<file path="src/rtl/usb_ep_pkg.sv">
`timescale 1ns/1ps
package usb_ep_pkg;
  localparam logic [1:0] PID_OUT   = 2'd0;
  localparam logic [1:0] PID_IN    = 2'd1;
  localparam logic [1:0] PID_SETUP = 2'd2;

  localparam logic [1:0] HS_ACK   = 2'd0;
  localparam logic [1:0] HS_NAK   = 2'd1;
  localparam logic [1:0] HS_STALL = 2'd2;

  localparam logic [3:0] MODE_OFF   = 4'd0;
  localparam logic [3:0] MODE_NAK   = 4'd1;
  localparam logic [3:0] MODE_STALL = 4'd2;
  localparam logic [3:0] MODE_RXOUT = 4'd3;
  localparam logic [3:0] MODE_TXIN  = 4'd4;

  typedef enum logic [1:0] {ST_IDLE, ST_DATA, ST_HACK} ctlState_e;

  // strobes from control to the register datapath
  typedef struct packed {
    logic setIn;
    logic clrIn;
    logic setSetup;
    logic loadCnt;
    logic modeToNak;
  } hwUpd_t;
endpackage

</file>
<file path="src/rtl/usb_ep_ctrl.sv">
`timescale 1ns/1ps
module usb_ep_ctrl
  import usb_ep_pkg::*;
#(
  parameter int NUM_EP = 4,
  parameter int CNT_W  = 6,
  parameter int EP_W   = 2
) (
  input  logic             clk,
  input  logic             rstN,
  input  logic             tokValid,
  input  logic [1:0]       tokPid,
  input  logic [6:0]       tokAddr,
  input  logic [3:0]       tokEp,
  input  logic             dataDone,
  input  logic             dataCrcOk,
  input  logic [CNT_W-1:0] dataLen,
  input  logic             dataTimeout,
  input  logic             hostAck,
  input  logic             hostTimeout,
  input  logic [6:0]       devAddr,
  input  logic             devEn,
  input  logic [3:0]       lookMode,
  input  logic [CNT_W-1:0] lookCnt,
  output logic [EP_W-1:0]  lookEp,
  output hwUpd_t           upd,
  output logic [EP_W-1:0]  updEp,
  output logic [CNT_W-1:0] updCnt,
  output logic             hsValid,
  output logic [1:0]       hsCode,
  output logic             inDataGo,
  output logic [CNT_W-1:0] inDataLen
);
  ctlState_e state, nState;
  logic [EP_W-1:0] curEp;
  logic [1:0]      curPid;
  logic            tokHit, modeLive, hsNext, goNext;
  logic [1:0]      codeNext;

  assign tokHit   = tokValid && devEn && (tokAddr == devAddr) && (32'(tokEp) < NUM_EP);
  assign lookEp   = (state == ST_IDLE) ? tokEp[EP_W-1:0] : curEp;
  assign modeLive = (lookMode != MODE_OFF) && (lookMode <= MODE_TXIN);
  assign updEp    = lookEp;
  assign updCnt   = dataLen;

  always_comb begin
    upd      = '0;
    nState   = state;
    hsNext   = 1'b0;
    codeNext = HS_ACK;
    goNext   = 1'b0;
    case (state)
      ST_IDLE: begin
        if (tokHit && tokPid == PID_IN) begin
          upd.setIn = 1'b1;
          case (lookMode)
            MODE_NAK, MODE_RXOUT: begin hsNext = 1'b1; codeNext = HS_NAK; end
            MODE_STALL:           begin hsNext = 1'b1; codeNext = HS_STALL; end
            MODE_TXIN:            begin goNext = 1'b1; nState = ST_HACK; end
            default: ;
          endcase
        end else if (tokHit && (tokPid == PID_OUT || tokPid == PID_SETUP)) begin
          upd.clrIn = 1'b1;
          if (modeLive) nState = ST_DATA;
        end
      end
      ST_DATA: begin
        if (dataDone) begin
          nState = ST_IDLE;
          if (dataCrcOk) begin
            hsNext = 1'b1;
            if (curPid == PID_SETUP) begin
              codeNext = HS_ACK;
              upd.setSetup = 1'b1;
              upd.loadCnt = 1'b1;
              upd.modeToNak = 1'b1;
            end else begin
              case (lookMode)
                MODE_RXOUT: begin
                  codeNext = HS_ACK;
                  upd.loadCnt = 1'b1;
                  upd.modeToNak = 1'b1;
                end
                MODE_STALL: codeNext = HS_STALL;
                default:    codeNext = HS_NAK;
              endcase
            end
          end
        end else if (dataTimeout) begin
          nState = ST_IDLE;
        end
      end
      ST_HACK: begin
        if (hostAck) begin
          upd.modeToNak = 1'b1;
          nState = ST_IDLE;
        end else if (hostTimeout) begin
          nState = ST_IDLE;
        end
      end
      default: nState = ST_IDLE;
    endcase
  end

  always_ff @(posedge clk or negedge rstN) begin
    if (!rstN) begin
      state     <= ST_IDLE;
      curEp     <= '0;
      curPid    <= PID_OUT;
      hsValid   <= 1'b0;
      hsCode    <= HS_ACK;
      inDataGo  <= 1'b0;
      inDataLen <= '0;
    end else begin
      state <= nState;
      if (state == ST_IDLE && tokHit) begin
        curEp  <= tokEp[EP_W-1:0];
        curPid <= tokPid;
      end
      hsValid  <= hsNext;
      hsCode   <= codeNext;
      inDataGo <= goNext;
      if (goNext) inDataLen <= lookCnt;
    end
  end

  // a data send and a handshake never go out together
  assert_one_reply_R5: assert property (@(posedge clk) disable iff (!rstN)
    $onehot0({hsValid, inDataGo}));
  // a handshake only follows a token or a data strobe
  assert_hs_cause_R6: assert property (@(posedge clk) disable iff (!rstN)
    hsValid |-> $past(tokValid || dataDone));
  // no data send unless the address was enabled
  assert_send_enabled_R2: assert property (@(posedge clk) disable iff (!rstN)
    inDataGo |-> $past(devEn));
endmodule

</file>
<file path="src/rtl/usb_ep_regs.sv">
`timescale 1ns/1ps
module usb_ep_regs
  import usb_ep_pkg::*;
#(
  parameter int NUM_EP = 4,
  parameter int CNT_W  = 6,
  parameter int EP_W   = 2,
  parameter int REG_AW = 4
) (
  input  logic              clk,
  input  logic              rstN,
  input  logic              wdtRst,
  input  logic              regWe,
  input  logic [REG_AW-1:0] regAddr,
  input  logic [7:0]        regWdata,
  output logic [7:0]        regRdata,
  input  hwUpd_t            upd,
  input  logic [EP_W-1:0]   updEp,
  input  logic [CNT_W-1:0]  updCnt,
  input  logic [EP_W-1:0]   lookEp,
  output logic [3:0]        lookMode,
  output logic [CNT_W-1:0]  lookCnt,
  output logic [6:0]        devAddr,
  output logic              devEn
);
  logic [7:0]              devReg;
  logic [8*NUM_EP-1:0]     modeFlat;
  logic [CNT_W*NUM_EP-1:0] cntFlat;

  always_ff @(posedge clk or negedge rstN) begin
    if (!rstN)                           devReg <= '0;
    else if (wdtRst)                     devReg <= '0;
    else if (regWe && regAddr == '0)     devReg <= regWdata;
  end
  assign devAddr = devReg[6:0];
  assign devEn   = devReg[7];

  for (genvar e = 0; e < NUM_EP; e++) begin : g_ep
    localparam logic [REG_AW-1:0] MODE_IX = REG_AW'(1 + e);
    localparam logic [REG_AW-1:0] CNT_IX  = REG_AW'(1 + NUM_EP + e);
    logic [3:0]       nib;
    logic             inF, setF;
    logic [CNT_W-1:0] cnt;
    logic             hit, hwMode, hwCnt;

    assign hit    = (updEp == EP_W'(e));
    assign hwMode = hit && (upd.setIn || upd.clrIn || upd.setSetup || upd.modeToNak);
    assign hwCnt  = hit && upd.loadCnt;

    always_ff @(posedge clk or negedge rstN) begin
      if (!rstN) begin
        nib <= MODE_OFF; inF <= 1'b0; setF <= 1'b0; cnt <= '0;
      end else begin
        if (regWe && regAddr == MODE_IX && !hwMode) begin
          nib  <= regWdata[3:0];
          setF <= regWdata[6];
        end
        if (hit && upd.setIn)     inF  <= 1'b1;
        if (hit && upd.clrIn)     inF  <= 1'b0;
        if (hit && upd.setSetup)  setF <= 1'b1;
        if (hit && upd.modeToNak) nib  <= MODE_NAK;
        if (hwCnt)                                   cnt <= updCnt;
        else if (regWe && regAddr == CNT_IX)         cnt <= regWdata[CNT_W-1:0];
      end
    end
    assign modeFlat[8*e +: 8]         = {inF, setF, 2'b00, nib};
    assign cntFlat[CNT_W*e +: CNT_W]  = cnt;
  end

  assign lookMode = modeFlat[8*lookEp +: 4];
  assign lookCnt  = cntFlat[CNT_W*lookEp +: CNT_W];

  always_comb begin
    regRdata = '0;
    if (regAddr == '0) regRdata = devReg;
    for (int e = 0; e < NUM_EP; e++) begin
      if (regAddr == REG_AW'(1 + e))          regRdata = modeFlat[8*e +: 8];
      if (regAddr == REG_AW'(1 + NUM_EP + e)) regRdata = 8'(cntFlat[CNT_W*e +: CNT_W]);
    end
  end

  // with no hardware strobe and no write, endpoint state holds
  assert_hold_R9: assert property (@(posedge clk) disable iff (!rstN)
    (upd == '0 && !regWe) |=> ($stable(modeFlat) && $stable(cntFlat)));
  // the IN flag is never set and cleared at once
  assert_in_excl_R4: assert property (@(posedge clk) disable iff (!rstN)
    !(upd.setIn && upd.clrIn));
endmodule

</file>
<file path="src/rtl/usb_ep_responder.sv">
`timescale 1ns/1ps
module usb_ep_responder
  import usb_ep_pkg::*;
#(
  parameter int NUM_EP = 4,
  parameter int CNT_W  = 6,
  localparam int EP_W  = (NUM_EP > 1) ? $clog2(NUM_EP) : 1,
  localparam int REG_AW = $clog2(2 * NUM_EP + 1)
) (
  input  logic              clk,
  input  logic              rstN,
  input  logic              wdtRst,
  input  logic              regWe,
  input  logic [REG_AW-1:0] regAddr,
  input  logic [7:0]        regWdata,
  output logic [7:0]        regRdata,
  input  logic              tokValid,
  input  logic [1:0]        tokPid,
  input  logic [6:0]        tokAddr,
  input  logic [3:0]        tokEp,
  input  logic              dataDone,
  input  logic              dataCrcOk,
  input  logic [CNT_W-1:0]  dataLen,
  input  logic              dataTimeout,
  input  logic              hostAck,
  input  logic              hostTimeout,
  output logic              hsValid,
  output logic [1:0]        hsCode,
  output logic              inDataGo,
  output logic [CNT_W-1:0]  inDataLen
);
  hwUpd_t           upd;
  logic [EP_W-1:0]  updEp, lookEp;
  logic [CNT_W-1:0] updCnt, lookCnt;
  logic [3:0]       lookMode;
  logic [6:0]       devAddr;
  logic             devEn;

  usb_ep_ctrl #(.NUM_EP(NUM_EP), .CNT_W(CNT_W), .EP_W(EP_W)) i_ctrl (
    .clk(clk), .rstN(rstN), .tokValid(tokValid), .tokPid(tokPid),
    .tokAddr(tokAddr), .tokEp(tokEp), .dataDone(dataDone),
    .dataCrcOk(dataCrcOk), .dataLen(dataLen), .dataTimeout(dataTimeout),
    .hostAck(hostAck), .hostTimeout(hostTimeout), .devAddr(devAddr),
    .devEn(devEn), .lookMode(lookMode), .lookCnt(lookCnt), .lookEp(lookEp),
    .upd(upd), .updEp(updEp), .updCnt(updCnt), .hsValid(hsValid),
    .hsCode(hsCode), .inDataGo(inDataGo), .inDataLen(inDataLen)
  );

  usb_ep_regs #(.NUM_EP(NUM_EP), .CNT_W(CNT_W), .EP_W(EP_W), .REG_AW(REG_AW)) i_regs (
    .clk(clk), .rstN(rstN), .wdtRst(wdtRst), .regWe(regWe),
    .regAddr(regAddr), .regWdata(regWdata), .regRdata(regRdata),
    .upd(upd), .updEp(updEp), .updCnt(updCnt), .lookEp(lookEp),
    .lookMode(lookMode), .lookCnt(lookCnt), .devAddr(devAddr), .devEn(devEn)
  );
endmodule

</file>
<file path="config.mk">
export PLATFORM = sky130hd
export DESIGN_NAME = usb_ep_responder
export DESIGN_NICKNAME = d
export VERILOG_FILES = /design/src/rtl/usb_ep_pkg.sv /design/src/rtl/usb_ep_ctrl.sv /design/src/rtl/usb_ep_regs.sv /design/src/rtl/usb_ep_responder.sv
export SDC_FILE = /design/constraint.sdc
export NUM_CORES = 1
export LEC_CHECK = 0
export BUFFER_PORTS_ARGS = -buffer_cell sky130_fd_sc_hd__clkbuf_2
export CORE_ASPECT_RATIO = 0.6
export CORE_MARGIN = 5
export CORE_UTILIZATION = 50
export DETAILED_ROUTE_END_ITERATION = 10
export PLACE_DENSITY_LB_ADDON = 0.3
export SLEW_MARGIN = 20
export SYNTH_ARGS = -nofsm -noshare
export SYNTH_HDL_FRONTEND = slang
export SYNTH_SLANG_ARGS = --single-unit
</file>
<file path="constraint.sdc">
create_clock -name clk -period 6.4 [get_ports clk]
set_input_delay 0.96 -clock clk [delete_from_list [all_inputs] [get_ports clk]]
set_output_delay 0.96 -clock clk [all_outputs]
set_load 0.01 [all_outputs]
</file>
# After elaboration in Yosys (flattened, before gate mapping)
# Cells that the tools add are included.
[classes]
magnitude_cmp = 2
mux = 80
shifts = 2
n_eq_ne = 26
reduce_logical = 77
multipliers = 1
[op_table]
columns = ["operator", "count"]
rows = [
  ["$mux W8", 11],
  ["$mux W6", 8],
  ["$logic_and A1 B1 Y1", 44],
  ["$mux W2", 17],
  ["$reduce_bool A2 Y1", 17],
  ["$mux W4", 8],
  ["$shiftx A32 B6 Y4", 1],
  ["$mux W1", 28],
  ["$shiftx A24 B6 Y6", 1],
  ["$eq A4 B3 Y1 const B", 5],
  ["$eq A4 B2 Y1 const B", 4],
  ["$pmux W2 S2", 3],
  ["$eq A2 B2 Y1 const B", 5],
  ["$ne A3 B3 Y1 const B", 3],
  ["$eq A4 B1 Y1 const B", 2],
  ["$eq A7 B7 Y1", 1],
  ["$eq A2 B1 Y1 const B", 3],
  ["$logic_not A2 Y1", 3],
  ["$mux W3", 2],
  ["$ne A3 B1 Y1 const B", 2],
  ["$pmux W2 S3", 1],
  ["$reduce_and A5 Y1", 1],
  ["$eq A4 B4 Y1 const B", 1],
  ["$le A4 B3 Y1 const B", 1],
  ["other kinds (9)", 16],
]
[totals]
wordCells = 212
output_inout_bits = 18
reg_bits = 72
input_bits = 41

# Longest topological paths before layout
[logic_depth]
word_depth = 16
depth_mapped = 12
ltp_nobuf = 9

# Modules after synthesis
# From an unflattened synthesis, not the netlist that was laid out.
[unflattened]
hier_cells = 437
hier_area_um2 = 4470.5
[modules_own_cells]
columns = ["module", "cells_each", "area_each_um2", "seq_area_each_um2", "n_inst"]
rows = [
  ["usb_ep_regs", 339, 3427.0, 1401.3, 1],
  ["usb_ep_ctrl", 98, 1043.5, 400.4, 1],
]

# Worst setup path after synthesis
# Ideal clock, no wire load.
[synth_timing]
path_type = "input to output"
startpoint = "in regAddr[2]"
endpoint = "out regRdata[2]"
slack_ns = 2.892
arrival_ns = 2.548
required_ns = 5.440
cell_stages = 7
n_path_buf = 3
path_cell_list = "clkbuf_1 clkbuf_1 clkbuf_1 nand3b_1 a211oi_1 a21oi_1 a21oi_1"
[synth_via]
elab_chain_len = 10
elab_cells_between_ends = 18
classes_between = "eq/ne (8); mux (9); reduce/logical (1)"
[synth_lines]
columns = ["element", "line_no", "text"]
rows = [
  ["from (decl)", "usb_ep_responder.sv:14", "input logic [REG_AW-1:0] regAddr,"],
  ["$logic_not A4 Y1", "usb_ep_regs.sv:75", "if (regAddr == '0) regRdata = devReg;"],
  ["$mux W8", "usb_ep_regs.sv:75", ""],
  ["$mux W8", "usb_ep_regs.sv:77", "if (regAddr == REG_AW'(1 + e)) regRdata = modeFlat[8*e +: 8];"],
  ["$mux W8", "usb_ep_regs.sv:78", "if (regAddr == REG_AW'(1 + NUM_EP + e)) regRdata = 8'(cntFlat[CNT_W*e +: CNT_W]);"],
  ["$mux W8", "usb_ep_regs.sv:77", ""],
  ["$mux W8", "usb_ep_regs.sv:78", ""],
  ["$mux W8", "usb_ep_regs.sv:77", ""],
  ["$mux W8", "usb_ep_regs.sv:78", ""],
  ["$mux W8", "usb_ep_regs.sv:77", ""],
  ["$mux W8 *", "usb_ep_regs.sv:78", ""],
  ["to (decl)", "usb_ep_responder.sv:16", "output logic [7:0] regRdata,"],
]
# Mark *: on every way between the ends. The rest lies on a longest branch, timed or not.

# Final worst setup path
[layout_timing]
startpoint = "reg i_ctrl.state[1]"
endpoint = "reg i_ctrl.inDataLen[0]"
[layout_via]
elab_chain_len = 7
elab_cells_between_ends = 9
classes_between = "mul (1); eq/ne (1); shift (2); mux (4); reduce/logical (1)"
[layout_lines]
columns = ["element", "line_no", "text"]
rows = [
  ["from (decl)", "usb_ep_ctrl.sv:34", "ctlState_e state, nState;"],
  ["from (signal assigned)", "usb_ep_ctrl.sv:115", "state <= nState;"],
  ["$logic_not A2 Y1 *", "usb_ep_ctrl.sv:41, usb_ep_ctrl.sv:52", ""],
  ["branches (longest 6 deep; another with $mul A2 B2 Y4)", "-", ""],
  ["to (signal assigned)", "usb_ep_ctrl.sv:123", "if (goNext) inDataLen <= lookCnt;"],
  ["to (decl)", "usb_ep_ctrl.sv:32", "output logic [CNT_W-1:0] inDataLen"],
]
# Every way passes the cells marked *.
# A chain may end at the register's enable or synchronous reset.

==> reports/qor.csv <==
metric;value;unit
gr-total-overflow;0;
cts_buffers;9;
critPathLaunchType;register;
drc;0;
synth_edf_count;0;
pwr_density_cell;283.9;mW/mm^2
die_h;83.83;um
h-tree-depth;3;
grt_pass1_wl;22360;um
antenna_found_initial;0;
routed_wirelength;13860;um
ir_worst_vdd;0.0002216;V
tns;0;ns
min_period;3.972;ns
hold_depth;2;
nFillCells;745;
leakagePower;2.524;nW
ys_seq_elements;72;
min_from;i_ctrl.curPid[1]$_DFFE_PN0P_;
hold_class;register to register;
worstPathMaxFanout;18;
slew_violations;0;
core;0.008686;mm^2
syn_nets;508;
hold_path_end;i_ctrl.curPid[1]$_DFFE_PN0P_;
crit_path_start;i_ctrl.state[1]$_DFFE_PN0P_;
syn_inst;464;
via_count;3965;
period_share;62.06;%
grtUsageTotal;25.83;%
tightest_slew;0.9525;ns
path_class;register to register;
yosys-top-cells-count;72 x dfrtp_1, 66 x mux2i_1, 66 x nand2_1;
routed_via_density;6.324;
areaGrowthSynthToFinish;14.77;%
finalSetupViolations;0;
holdBufCountCts;0;
ys_async_sr_fraction;100.0;%
gp_congestion;0.9083;
synth_area;0.004542;mm^2
clock_path_buffers;2;
reg2reg_depth;7;
rsz0062_at_grt;no;
synth.area.top_cells;dfrtp_1 40%, mux2i_1 15%, nand2_1 5.5%;
drive_above_1_share;19.81;%
final_antenna_net_count;0;
instances_no_fill;627;
yosys.area.top_type;dfrtp_1;
arrival;4.19;ns
std_cell_rows;26;
hold_violations;0;
cts_tree;done;
grt_pass1_vias;3855;
grt_start_max_net_pins;73;
clkLatencyLatePin;0.34;ns
yosysMostFrequentCell;dfrtp_1;
ys.flop_type;dfrtp_1;
antenna_cells;0;
run_status;finished, final reports clean;
path_clk_slew;0.06;ns
synth_top_area_share;39.67;%
cts_sinks;72;
cts_root_buf;clkbuf_16;
synth.distinct_cells;59;
maxCapViolations;0;
initial_utilization;52.29;%
cts.repair.resized;0;
ioPinCount;59;
ys_seq_area_share;39.67;%
maxClockFrequency;251.8;MHz
required;6.62;ns
r2r_slack;2.43;ns
syn_avg_cell_area;9.788;um^2
crit_chain;inv_1 -> ha_1 -> mux2i_4 -> mux4_2 -> nor4b_2 -> nor2b_1 -> mux2_1;
ys_warn_count;0;
wl_per_cell;22.11;um
worst_path_largest_cell_delay;0.73;ns
drtIter0Drc;509;
cts_setup_buffers;0;
post-dp-hpwl;10350;um
cpMaxStageDelayCell;mux2i_4;
dp_cells;611;
r2r-end;i_ctrl.inDataLen[0]$_DFFE_PN0P_;
skew;0.008183;ns
fin_util;60.01;%
r2r_start;i_ctrl.state[1]$_DFFE_PN0P_;
fin_nets;554;
io_buffers;58;
worst_setup_path_end_kind;register;
first_pass_iters;7;
die_w;133.0;um
slew_headroom;35.67;%
die-area;0.01115;mm^2
## worst max path at each step
stage,to,slack (ns),cells past startpoint
floorplan,regRdata[2],2.89,7
global placement,i_ctrl.inDataLen[4]$_DFFE_PN0P_,2.60,7
detailed placement,i_ctrl.inDataLen[0]$_DFFE_PN0P_,2.43,7
CTS,i_ctrl.inDataLen[0]$_DFFE_PN0P_,2.43,7
global route,i_ctrl.inDataLen[2]$_DFFE_PN0P_,2.24,7
finish,i_ctrl.inDataLen[0]$_DFFE_PN0P_,2.43,7
## logic make-up after synthesis
family                   synth area share [%]
XOR/XNOR                                1.543
buffers and inverters                   3.416
adder cells (fa/ha/maj)                0.8265
AO/OA/AOI/OAI                           15.76
multiplexers                            22.81
flip-flops                              39.67
AND/OR/NAND/NOR                         15.98
## power breakdown
group | switching (W) | internal [W] | leakage (nW)
Clock | 0.000212 | 0.000386 | 0.171
Sequential | 0.0000830 | 0.000524 | 0.925
Combinational | 0.000151 | 0.000124 | 1.43
## cell type report
| type | instances | area (um^2) | area share [%] |
|---|---|---|---|
| clock buffers | 9 | 225.2 | 4.321 |
| clock inverters | 7 | 125.1 | 2.400 |
| inverters | 6 | 22.52 | 0.4321 |
| multi-input cells | 360 | 2585 | 49.59 |
| flip-flops and latches | 72 | 1802 | 34.57 |
| well taps | 112 | 140.1 | 2.688 |
| repair buffers | 61 | 312.8 | 6.001 |
## layer usage
metal	wire (um)	global-route usage [%]	up-vias	share of wire (%)
met5	0	0	-	0
met4	143	4.717	0	1.0
met3	1626	9.277	19	12
met2	5327	33.79	252	38
met1	6762	40.41	1919	49
li1	-	-	1775	-
## per-stage QoR
stage               cell area (um^2)  total power, W  setup WS, ns  hold WS [ns]
global route                    5213        0.001543         2.243        0.4740
global placement                4862       0.0008683         2.603        0.4454
CTS                             5213        0.001475         2.432        0.4622
detailed placement              4862       0.0008785         2.435        0.4485
floorplan                       4542       0.0007682         2.892        0.4309
finish                          5213        0.001480         2.428        0.4584
## layout by cell type, fill, tap and decap left out, types with 3 or more instances in the layout
master,n
clkbuf_16,9
nand2b_1,7
a221oi_1,4
mux4_1,4
a21oi_1,26
dfrtp_1,72
nand3b_1,3
inv_6,3
o21ai_0,12
mux4_2,5
nor2b_1,4
a211oi_1,3
inv_1,4
mux2_1,6
nand2_1,66
o21ai_1,29
mux2i_4,3
nand3_1,8
ha_1,3
nor3_1,10
a21oi_2,4
nor2_1,46
o32ai_1,4
mux2i_1,66
xnor2_1,8
clkbuf_2,57
bufinv_16,3
a31oi_4,4
buf_4,3
## registers in the layout, summed over array words and instances, names as in the netlist
name,cells
i_ctrl.curEp,2
i_ctrl.curPid,2
i_ctrl.hsCode,2
i_ctrl.hsValid,1
i_ctrl.inDataGo,1
i_ctrl.inDataLen,6
i_ctrl.state,2
i_regs.devReg,8
i_regs.g_ep.cnt,24
i_regs.g_ep.inF,4
i_regs.g_ep.nib,16
i_regs.g_ep.setF,4
## critical path: cells and delay by family (launching register included)
| family | cells | cell delay, ns |
|---|---|---|
| flip-flops | 1 | 0.41 |
| AND/OR/NAND/NOR | 2 | 0.93 |
| buffers and inverters | 1 | 0.09 |
| adder cells (fa/ha/maj) | 1 | 0.60 |
| multiplexers | 3 | 1.80 |
No activity file was read; power rests on OpenSTA's default activity.
